**config.mk**
```make
export PLATFORM = sky130hd
export DESIGN_NAME = flash_status_reg
export DESIGN_NICKNAME = d
export VERILOG_FILES = /design/src/rtl/fsr_pkg.sv /design/src/rtl/fsr_live_status.sv /design/src/rtl/fsr_err_sticky.sv /design/src/rtl/fsr_cmd_decode.sv /design/src/rtl/flash_status_reg.sv
export SDC_FILE = /design/constraint.sdc
export NUM_CORES = 1
export LEC_CHECK = 0
export BUFFER_PORTS_ARGS = -buffer_cell sky130_fd_sc_hd__buf_4
export CAP_MARGIN = 20
export CORE_MARGIN = 8
export CORE_UTILIZATION = 31
export CTS_CLUSTER_DIAMETER = 80
export DETAILED_ROUTE_END_ITERATION = 10
export GPL_ROUTABILITY_DRIVEN = 0
export GPL_TIMING_DRIVEN = 1
export PLACE_DENSITY = 0.69
export SETUP_SLACK_MARGIN = 0.15
export SLEW_MARGIN = 25
export SYNTH_ARGS = -nofsm -noshare
export SYNTH_HDL_FRONTEND = slang
export SYNTH_SLANG_ARGS = --single-unit
```
**constraint.sdc**
```tcl
create_clock -name clk -period 1.05 [get_ports clk]
set_input_delay 0.0525 -clock clk [delete_from_list [all_inputs] [get_ports clk]]
set_output_delay 0.0525 -clock clk [all_outputs]
set_load 0.02 [all_outputs]
```
**src/rtl/fsr_pkg.sv**
```systemverilog
package fsr_pkg;
  localparam int STAT_W = 16;

  typedef struct packed {
    logic erase_err;
    logic prog_err;
    logic volt_err;
    logic lock_err;
  } err_flags_t;

  typedef struct packed {
    logic ready;
    logic erase_susp;
    logic prog_susp;
    logic part_other;
  } live_flags_t;

  localparam err_flags_t  ERR_NONE   = '{erase_err: 1'b0, prog_err: 1'b0, volt_err: 1'b0, lock_err: 1'b0};
  localparam live_flags_t LIVE_RESET = '{ready: 1'b1, erase_susp: 1'b0, prog_susp: 1'b0, part_other: 1'b0};
endpackage

```
**src/rtl/fsr_live_status.sv**
```systemverilog
module fsr_live_status
  import fsr_pkg::*;
#(
  parameter int NUM_PART = 4,
  parameter int PART_W   = (NUM_PART > 1) ? $clog2(NUM_PART) : 1
) (
  input  logic                clk,
  input  logic                rst_n,
  input  logic [NUM_PART-1:0] part_busy,
  input  logic [NUM_PART-1:0] part_prog_susp,
  input  logic [NUM_PART-1:0] part_erase_susp,
  input  logic [PART_W-1:0]   rd_part,
  output live_flags_t         live_q
);
  logic        sel_busy;
  logic        any_busy;
  live_flags_t live_d;

  always_comb begin
    sel_busy = 1'b0;
    for (int i = 0; i < NUM_PART; i++) begin
      if (rd_part == PART_W'(i)) sel_busy = part_busy[i];
    end
  end

  always_comb begin
    any_busy          = |part_busy;
    live_d.ready      = ~any_busy;
    live_d.part_other = any_busy & ~sel_busy;
    live_d.erase_susp = |part_erase_susp;
    live_d.prog_susp  = |part_prog_susp;
  end

  always_ff @(posedge clk or negedge rst_n) begin
    if (!rst_n) live_q <= LIVE_RESET;
    else        live_q <= live_d;
  end

  // idle and "other partition busy" are mutually exclusive
  assert_ready_part_excl_R3: assert property (@(posedge clk) disable iff (!rst_n)
    !(live_q.ready && live_q.part_other));

  // ready follows an idle engine
  assert_ready_idle_R3: assert property (@(posedge clk) disable iff (!rst_n)
    (part_busy == '0) |=> live_q.ready);

  // suspend flags drop without any command once indications clear
  assert_susp_self_clear_R4: assert property (@(posedge clk) disable iff (!rst_n)
    (part_prog_susp == '0 && part_erase_susp == '0) |=> (!live_q.prog_susp && !live_q.erase_susp));
endmodule

```
**src/rtl/fsr_err_sticky.sv**
```systemverilog
module fsr_err_sticky
  import fsr_pkg::*;
(
  input  logic       clk,
  input  logic       rst_n,
  input  logic       clr,
  input  logic       ev_prog_err,
  input  logic       ev_erase_err,
  input  logic       ev_volt_err,
  input  logic       ev_lock_err,
  input  logic       ev_seq_err,
  output err_flags_t err_q
);
  err_flags_t set_v;
  err_flags_t err_d;
  logic       any_ev;

  always_comb begin
    set_v.erase_err = ev_erase_err | ev_seq_err;
    set_v.prog_err  = ev_prog_err  | ev_seq_err;
    set_v.volt_err  = ev_volt_err;
    set_v.lock_err  = ev_lock_err;
    any_ev          = ev_prog_err | ev_erase_err | ev_volt_err | ev_lock_err | ev_seq_err;
  end

  // a new event wins over a clear in the same cycle
  always_comb begin
    if (clr) err_d = set_v;
    else     err_d = err_flags_t'(err_q | set_v);
  end

  always_ff @(posedge clk or negedge rst_n) begin
    if (!rst_n) err_q <= ERR_NONE;
    else        err_q <= err_d;
  end

  // an error bit stays set until a clear
  assert_err_sticky_R5: assert property (@(posedge clk) disable iff (!rst_n)
    !clr |=> ((err_q & $past(err_q)) == $past(err_q)));

  // sequence error marks both program and erase error
  assert_seq_both_R6: assert property (@(posedge clk) disable iff (!rst_n)
    ev_seq_err |=> (err_q.erase_err && err_q.prog_err));

  // a clear with no event empties every error bit, voltage included
  assert_clear_empties_R7: assert property (@(posedge clk) disable iff (!rst_n)
    (clr && !any_ev) |=> (err_q == ERR_NONE));

  // an event beside a clear survives it
  assert_event_wins_R9: assert property (@(posedge clk) disable iff (!rst_n)
    (clr && ev_lock_err) |=> err_q.lock_err);
endmodule

```
**src/rtl/fsr_cmd_decode.sv**
```systemverilog
module fsr_cmd_decode #(
  parameter int          NUM_PART = 4,
  parameter int          PART_W   = (NUM_PART > 1) ? $clog2(NUM_PART) : 1,
  parameter int          CMD_W    = 16,
  parameter logic [15:0] CLR_CODE = 16'h0050
) (
  input  logic                clk,
  input  logic                rst_n,
  input  logic                bus_we,
  input  logic [PART_W-1:0]   bus_part,
  input  logic [CMD_W-1:0]    bus_data,
  output logic                clr_hit,
  output logic [NUM_PART-1:0] mode_q
);
  logic [NUM_PART-1:0] mode_d;

  assign clr_hit = bus_we && (bus_data == CMD_W'(CLR_CODE));

  for (genvar g = 0; g < NUM_PART; g++) begin : g_mode
    always_comb begin
      mode_d[g] = mode_q[g] | (clr_hit && (bus_part == PART_W'(g)));
    end

    always_ff @(posedge clk or negedge rst_n) begin
      if (!rst_n) mode_q[g] <= 1'b0;
      else        mode_q[g] <= mode_d[g];
    end
  end

  // at most one partition enters read-status mode per write
  assert_one_mode_rise_R8: assert property (@(posedge clk) disable iff (!rst_n)
    1'b1 |=> $onehot0(mode_q & ~$past(mode_q)));

  // mode flags change only after a clear write
  assert_mode_needs_clear_R8: assert property (@(posedge clk) disable iff (!rst_n)
    !clr_hit |=> $stable(mode_q));
endmodule

```
**src/rtl/flash_status_reg.sv**
```systemverilog
module flash_status_reg
  import fsr_pkg::*;
#(
  parameter int          NUM_PART = 4,
  parameter int          PART_W   = (NUM_PART > 1) ? $clog2(NUM_PART) : 1,
  parameter logic [15:0] CLR_CODE = 16'h0050
) (
  input  logic                clk,
  input  logic                rst_n,
  input  logic [NUM_PART-1:0] part_busy,
  input  logic [NUM_PART-1:0] part_prog_susp,
  input  logic [NUM_PART-1:0] part_erase_susp,
  input  logic [PART_W-1:0]   rd_part,
  input  logic                ev_prog_err,
  input  logic                ev_erase_err,
  input  logic                ev_volt_err,
  input  logic                ev_lock_err,
  input  logic                ev_seq_err,
  input  logic                bus_we,
  input  logic [PART_W-1:0]   bus_part,
  input  logic [15:0]         bus_data,
  output logic [15:0]         status_word,
  output logic [NUM_PART-1:0] rd_status_mode
);
  live_flags_t live_q;
  err_flags_t  err_q;
  logic        clr_hit;

  fsr_live_status #(.NUM_PART(NUM_PART), .PART_W(PART_W)) u_live (
    .clk            (clk),
    .rst_n          (rst_n),
    .part_busy      (part_busy),
    .part_prog_susp (part_prog_susp),
    .part_erase_susp(part_erase_susp),
    .rd_part        (rd_part),
    .live_q         (live_q)
  );

  fsr_cmd_decode #(.NUM_PART(NUM_PART), .PART_W(PART_W), .CMD_W(16), .CLR_CODE(CLR_CODE)) u_cmd (
    .clk     (clk),
    .rst_n   (rst_n),
    .bus_we  (bus_we),
    .bus_part(bus_part),
    .bus_data(bus_data),
    .clr_hit (clr_hit),
    .mode_q  (rd_status_mode)
  );

  // the voltage event is not an input to the clear path
  fsr_err_sticky u_err (
    .clk         (clk),
    .rst_n       (rst_n),
    .clr         (clr_hit),
    .ev_prog_err (ev_prog_err),
    .ev_erase_err(ev_erase_err),
    .ev_volt_err (ev_volt_err),
    .ev_lock_err (ev_lock_err),
    .ev_seq_err  (ev_seq_err),
    .err_q       (err_q)
  );

  always_comb begin
    status_word     = '0;
    status_word[7]  = live_q.ready;
    status_word[6]  = live_q.erase_susp;
    status_word[5]  = err_q.erase_err;
    status_word[4]  = err_q.prog_err;
    status_word[3]  = err_q.volt_err;
    status_word[2]  = live_q.prog_susp;
    status_word[1]  = err_q.lock_err;
    status_word[0]  = live_q.part_other;
  end

  // encoding 2'b11 for {ready, partition} never appears
  assert_no_code11_R3: assert property (@(posedge clk) disable iff (!rst_n)
    !(status_word[7] && status_word[0]));
endmodule

```
=== Yosys cells after proc, flatten, opt, wreduce, memory -nomap -nowiden ===
Cells that the tools add are included.

* Bitwise logic cells: 10
* Reductions and logical operators: 10
* Eq/ne operators: 7
* Multiplexer cells: 5

{| class="wikitable"
|+ Operator list
! kind !! number
|-
| $eq A16 B7 Y1 const B || 1
|-
| $reduce_or A4 Y1 || 3
|-
| $eq A2 B2 Y1 const B || 4
|-
| $or A1 B1 Y1 || 6
|-
| $logic_and A1 B1 Y1 || 5
|-
| $eq A2 B1 Y1 const B || 2
|-
| $logic_not A2 Y1 || 2
|-
| $mux W1 || 4
|-
| $mux W4 || 1
|-
| $or A4 B4 Y4 || 1
|-
| $not A1 Y1 || 2
|-
| $and A1 B1 Y1 || 1
|}

* Register bits after elaboration: 12
* Word-level logic and storage cells: 44
* Output and inout port bits: 20

=== Depth between registers and ports, before layout ===
* Depth after elaboration: 7
* Gate-level depth with buffers: 4

=== Modules after synthesis ===
Synthesis repeated with hierarchy kept, for this count alone.

* Cells, all modules: 55
* Area total of the unflattened synthesis: 606.8 um^2

{| class="wikitable"
|+ By module, submodules not included
! module !! instances !! area each (um^2) !! sequential area each (um^2) !! cells an instance
|-
| fsr_cmd_decode || 1 || 224.0 || 100.1 || 21
|-
| fsr_live_status || 1 || 180.2 || 101.3 || 16
|-
| fsr_err_sticky || 1 || 138.9 || 100.1 || 9
|-
| flash_status_reg || 1 || 63.8 || 0.0 || 9
|}

=== Least setup slack after synthesis ===
Ideal clock, no wire load.

* Kind: input to register
* From: input port bus_data[12]
* To: register u_cmd.mode_q[0]
* Arrival: 0.752 ns
* Library setup time: 0.067 ns
* Path slack: 0.231 ns
* Stages on the path: 4
* Cells stage by stage: nor4b_1 > and3_1 > buf_6 > a41o_1

* Word-level cells in the longest chain between the ends: 4

{| class="wikitable"
|+ Ends and longest elaborated chain
! element !! RTL line !! source
|-
| start, declared || flash_status_reg.sv:21 || <nowiki>input logic [15:0] bus_data,</nowiki>
|-
| $eq A16 B7 Y1 || fsr_cmd_decode.sv:17 || <nowiki>assign clr_hit = bus_we && (bus_data == CMD_W'(CLR_CODE));</nowiki>
|-
| $logic_and A1 B1 Y1 || fsr_cmd_decode.sv:17 ||
|-
| $logic_and A1 B1 Y1 || fsr_cmd_decode.sv:21 || <nowiki>mode_d[g] = mode_q[g] | (clr_hit && (bus_part == PART_W'(g)));</nowiki>
|-
| $or A1 B1 Y1 || fsr_cmd_decode.sv:21 ||
|-
| named net u_cmd.mode_d[0] || fsr_cmd_decode.sv:15 || <nowiki>logic [NUM_PART-1:0] mode_d;</nowiki>
|-
| end signal, assigned by index || fsr_cmd_decode.sv:26 || <nowiki>else mode_q[g] <= mode_d[g];</nowiki>
|-
| end, declared || fsr_cmd_decode.sv:13 || <nowiki>output logic [NUM_PART-1:0] mode_q</nowiki>
|}

The timed path passes the listed nets, and every way through them passes these cells.

=== Final worst setup path ===
* From: register, netlist name u_live.live_q[3]
* To: output port status_word[7]

{| class="wikitable"
|+ RTL lines
! element !! RTL line !! source
|-
| end, declared || flash_status_reg.sv:22 || <nowiki>output logic [15:0] status_word,</nowiki>
|}

No word-level cell between the ends.

==> results.md <==
STA:
- Timing would allow up to 1055 MHz.
- The setup clock skew after layout is 0 ps.
- The tightest hold path in the finished design has a slack of -75.99 ps.
- Setup repair after global routing could not meet its margin everywhere.
- The number of pins with negative max-slew slack in the final report is 0.
- The worst path setup slack after routing is 101.9 ps.
- The final-report hold violation count was 3.
- Counting I/O delays and the setup requirement, the final critical path takes 948.1 ps.
- Setup violations remaining at the end of the flow were counted as 0.
- The worst path uses 90.29% of the clock period.

Placement:
- The HPWL after detailed placement is 1.577 mm.
- OpenSTA, run right after detailed placement, puts the worst setup slack at -34.60 ps.
- The count of input and output buffers is 51.

Power and ir drop:
- The share of power burned in the clock network is 34.6%.
- The proportion of power drawn by flip-flops and latches is 46.0%.
- The power per unit of standard cell area is 1001 nW/um^2.
- Summed over all cells, the static leakage comes to 0.5471 nW.
- The fraction of power spent switching nets is 22.37%.
- The analysis attributes to net switching a power of 229.7 uW.
- The largest voltage drop on the vdd net is 0.0007998 V.
- The power share of the combinational group is 19.4%.
- The internal power summed over all cells is 797.2 uW.

CTS:
- In this run the number of H-tree levels came out at 1.
- For the worst-skew pair, the clock arrives at the later sink with an insertion delay of 260 ps.
- After clock tree synthesis, the flow added hold-fix buffers numbering 1.
- Clock tree synthesis selected as its root buffer the cell sky130_fd_sc_hd__clkbuf_4.
- After clock tree synthesis, the clock-pin slew on the worst setup and hold paths is 70 ps.
- The clock tree from TritonCTS is built.
- The clock passes through at most 2 buffers.
- The tree built by TritonCTS fans out to 12 sinks.
- The total CTS buffers is 3.

Synthesis:
- The post-synthesis instance area is 576.8 um^2.
- The number of different library cells used by synthesis comes to 17.
- For this run, the register share of the synthesized area comes to 52.28%.
- The synthesized area per cell is 11.31 um^2.
- Synthesis produced 51 cells.
- The register bit count reported by yosys is 12.
- The Yosys step of the flow raised 0 warnings.
- By area the synthesized netlist is led by sky130_fd_sc_hd__dfrtp_1, sky130_fd_sc_hd__buf_4, sky130_fd_sc_hd__a41o_1.
- The top cell type by area accounts for 47.72% of the synthesized area.
- The largest area contributor in the netlist is sky130_fd_sc_hd__dfrtp_1.

Layout:
- The repair_antennas step left the layout with diodes totalling 0.
- The layout has 167 filler cells.
- The library cells used most frequently in the layout, excluding fill and tap cells, are sky130_fd_sc_hd__buf_4, sky130_fd_sc_hd__dfrtp_1, sky130_fd_sc_hd__conb_1.
- Of the cells placed in the final design, the portion with a size suffix greater than 1 is 56.88%.
- For this run, the post-layout net count is 150.
- The library cell used most frequently in the layout, excluding fill and tap cells, is sky130_fd_sc_hd__buf_4.
- Compared with the post-synthesis result, the final layout area differs by 77.87%.
- Registers take 301.5 um^2.
- The multi-input combinational cells in the finished layout cover a total of 215.2 um^2.

Critical path:
- The dominant delay contributor by cell family on the critical path is flip-flops.
- The critical path in this run is classified as flip-flop to output pin.
- The signal on the critical path passes through buf_6.
- For the worst setup path, the data arrival time is 900 ps.
- The required time at the worst-slack endpoint is 1000 ps.
- The element type at the critical path end is an output pin.
- In this run the worst path has a maximum fanout of 1.
- The largest single stage delay on the critical path is 530 ps.
- In this run the critical register-to-register path is launched from u_cmd.mode_q[3].
- Counting both buffers and inverters, the worst setup path holds a total of 1.
- The cell with the largest stage delay on the worst path is sky130_fd_sc_hd__dfstp_2.
- The worst setup path is launched from a flip-flop.
- In this run the worst setup path begins at u_live.live_q[3].

Job:
- Max-cap violations in this run came to 0.

Die:
- The floorplan die width is 59.14 um.
- The die is 59.14 um tall.
- The initialized floorplan defines 15 standard-cell rows.
- The core area is 1745 um^2.
- The starting utilization of the core area is 33.05%.
- The die covers 3497 um^2.
- 60 I/O pins were placed.

Status:
- The run finished, with violations left.
- The final reports fail on negative hold slack.

Route:
- The detailed router finished its first iteration with 15 violations.
- Detailed routing inserted a total of 599 vias.
- Once detail routing completed, the nets flagged for antenna violations numbered 0.
- The total routed wirelength is 1.821 mm.
- The DRC violations left is 0.
- In the final routed layout, each cell accounts on average for 13.59 um.
- After detailed routing, the number of vias per cell comes to 4.470.
- Before antenna repair, the detailed router went through 4 iterations.

Min path:
- The path class of the tightest hold or removal check is input port to flip-flop.
- The start point of the worst min-delay path is part_busy[2].

Global routing:
- The all-layer global routing usage is 10.51%.
- The via count of the first global-routing pass was 633.
- The global-route wire length before repair is 2.842 mm.
- The number of antenna violations at the first check in global routing is 0.
- The total grt overflow is 0.
- The maximum number of pins on one net before global-route repair is 13.
## power by group through the flow
stage	clock network, mW	registers, mW	logic, mW
final	0.356	0.472	0.199
after detailed placement	0	0.481	0.197
after CTS	0.371	0.472	0.201
after floorplan	0	0.490	0.0695
after global routing	0.394	0.473	0.217
after global placement	0	0.480	0.193
## routing by layer
metal  GRT usage (%)  wire [um]
met4           5.119         38
met2           18.38        965
met5               0          0
met3           4.772        195
met1           10.24        622
## state kept, by name, indices dropped and copies added, names as in the netlist
| register | count |
|---|---|
| u_live.live_q | 4 |
| u_err.err_q | 4 |
| u_cmd.mode_q | 4 |
## cells in the mapped netlist
library cell,count
sky130_fd_sc_hd__a31oi_1,4
sky130_fd_sc_hd__a41o_1,4
sky130_fd_sc_hd__and3_1,1
sky130_fd_sc_hd__buf_4,8
sky130_fd_sc_hd__buf_6,1
sky130_fd_sc_hd__conb_1,1
sky130_fd_sc_hd__dfrtp_1,11
sky130_fd_sc_hd__dfstp_2,1
sky130_fd_sc_hd__inv_1,4
sky130_fd_sc_hd__mux4_2,1
sky130_fd_sc_hd__nand4bb_1,1
sky130_fd_sc_hd__nor2_1,5
sky130_fd_sc_hd__nor3_1,3
sky130_fd_sc_hd__nor3_2,1
sky130_fd_sc_hd__nor4_1,2
sky130_fd_sc_hd__nor4b_1,1
sky130_fd_sc_hd__or4_1,2
## path summary, 6_finish.rpt
path                                          to  slack [ps]  cells after the start
min in group asynchronous        u_cmd.mode_q[1]         160                      2
max in group asynchronous       u_live.live_q[3]         650                      2
worst min register to register   u_cmd.mode_q[1]         500                      1
worst max register to register   u_cmd.mode_q[3]         220                      2
worst min-delay path            u_live.live_q[3]         -80                      2
worst max-delay path              status_word[7]         100                      1
## metrics by stage
stage	utilization [%]	setup TNS (ps)	power [mW]	instance area, um^2	std cells
after floorplan	-	0	0.5597	603.1	58
after global placement	54.62	0	0.6738	953.4	126
after detailed placement	54.62	-92.31	0.6778	953.4	126
after CTS	57.49	0	1.044	1003	131
after global routing	58.78	0	1.084	1026	134
final	58.78	0	1.027	1026	134
## repair_timing
item / in CTS / in global routing
endpoints found under the hold margin: 15 / 3
endpoints found under the setup margin: 1 / 4
gates resized for setup: 1 / 0
setup buffers: 0 / 3
## cells by family after synthesis
group                  count (synthesis)  share of synthesized area, %
AO/OA/AOI/OAI                          8                         11.28
buffers and inverters                 13                         14.97
flip-flops                            12                         52.28
multiplexers                           1                         3.904
other                                  1                        0.6501
AND/OR/NAND/NOR                       16                         16.92
## final cells by class
type / instances / share of cell area [%]
Inverter: 4 / 1.463
Sequential cell: 12 / 29.39
Tap cell: 25 / 3.049
Timing Repair Buffer: 56 / 41.59
Clock buffer: 4 / 3.537
Multi-Input combinational cell: 33 / 20.98
Note: power is estimated with default switching activity, not from simulation.
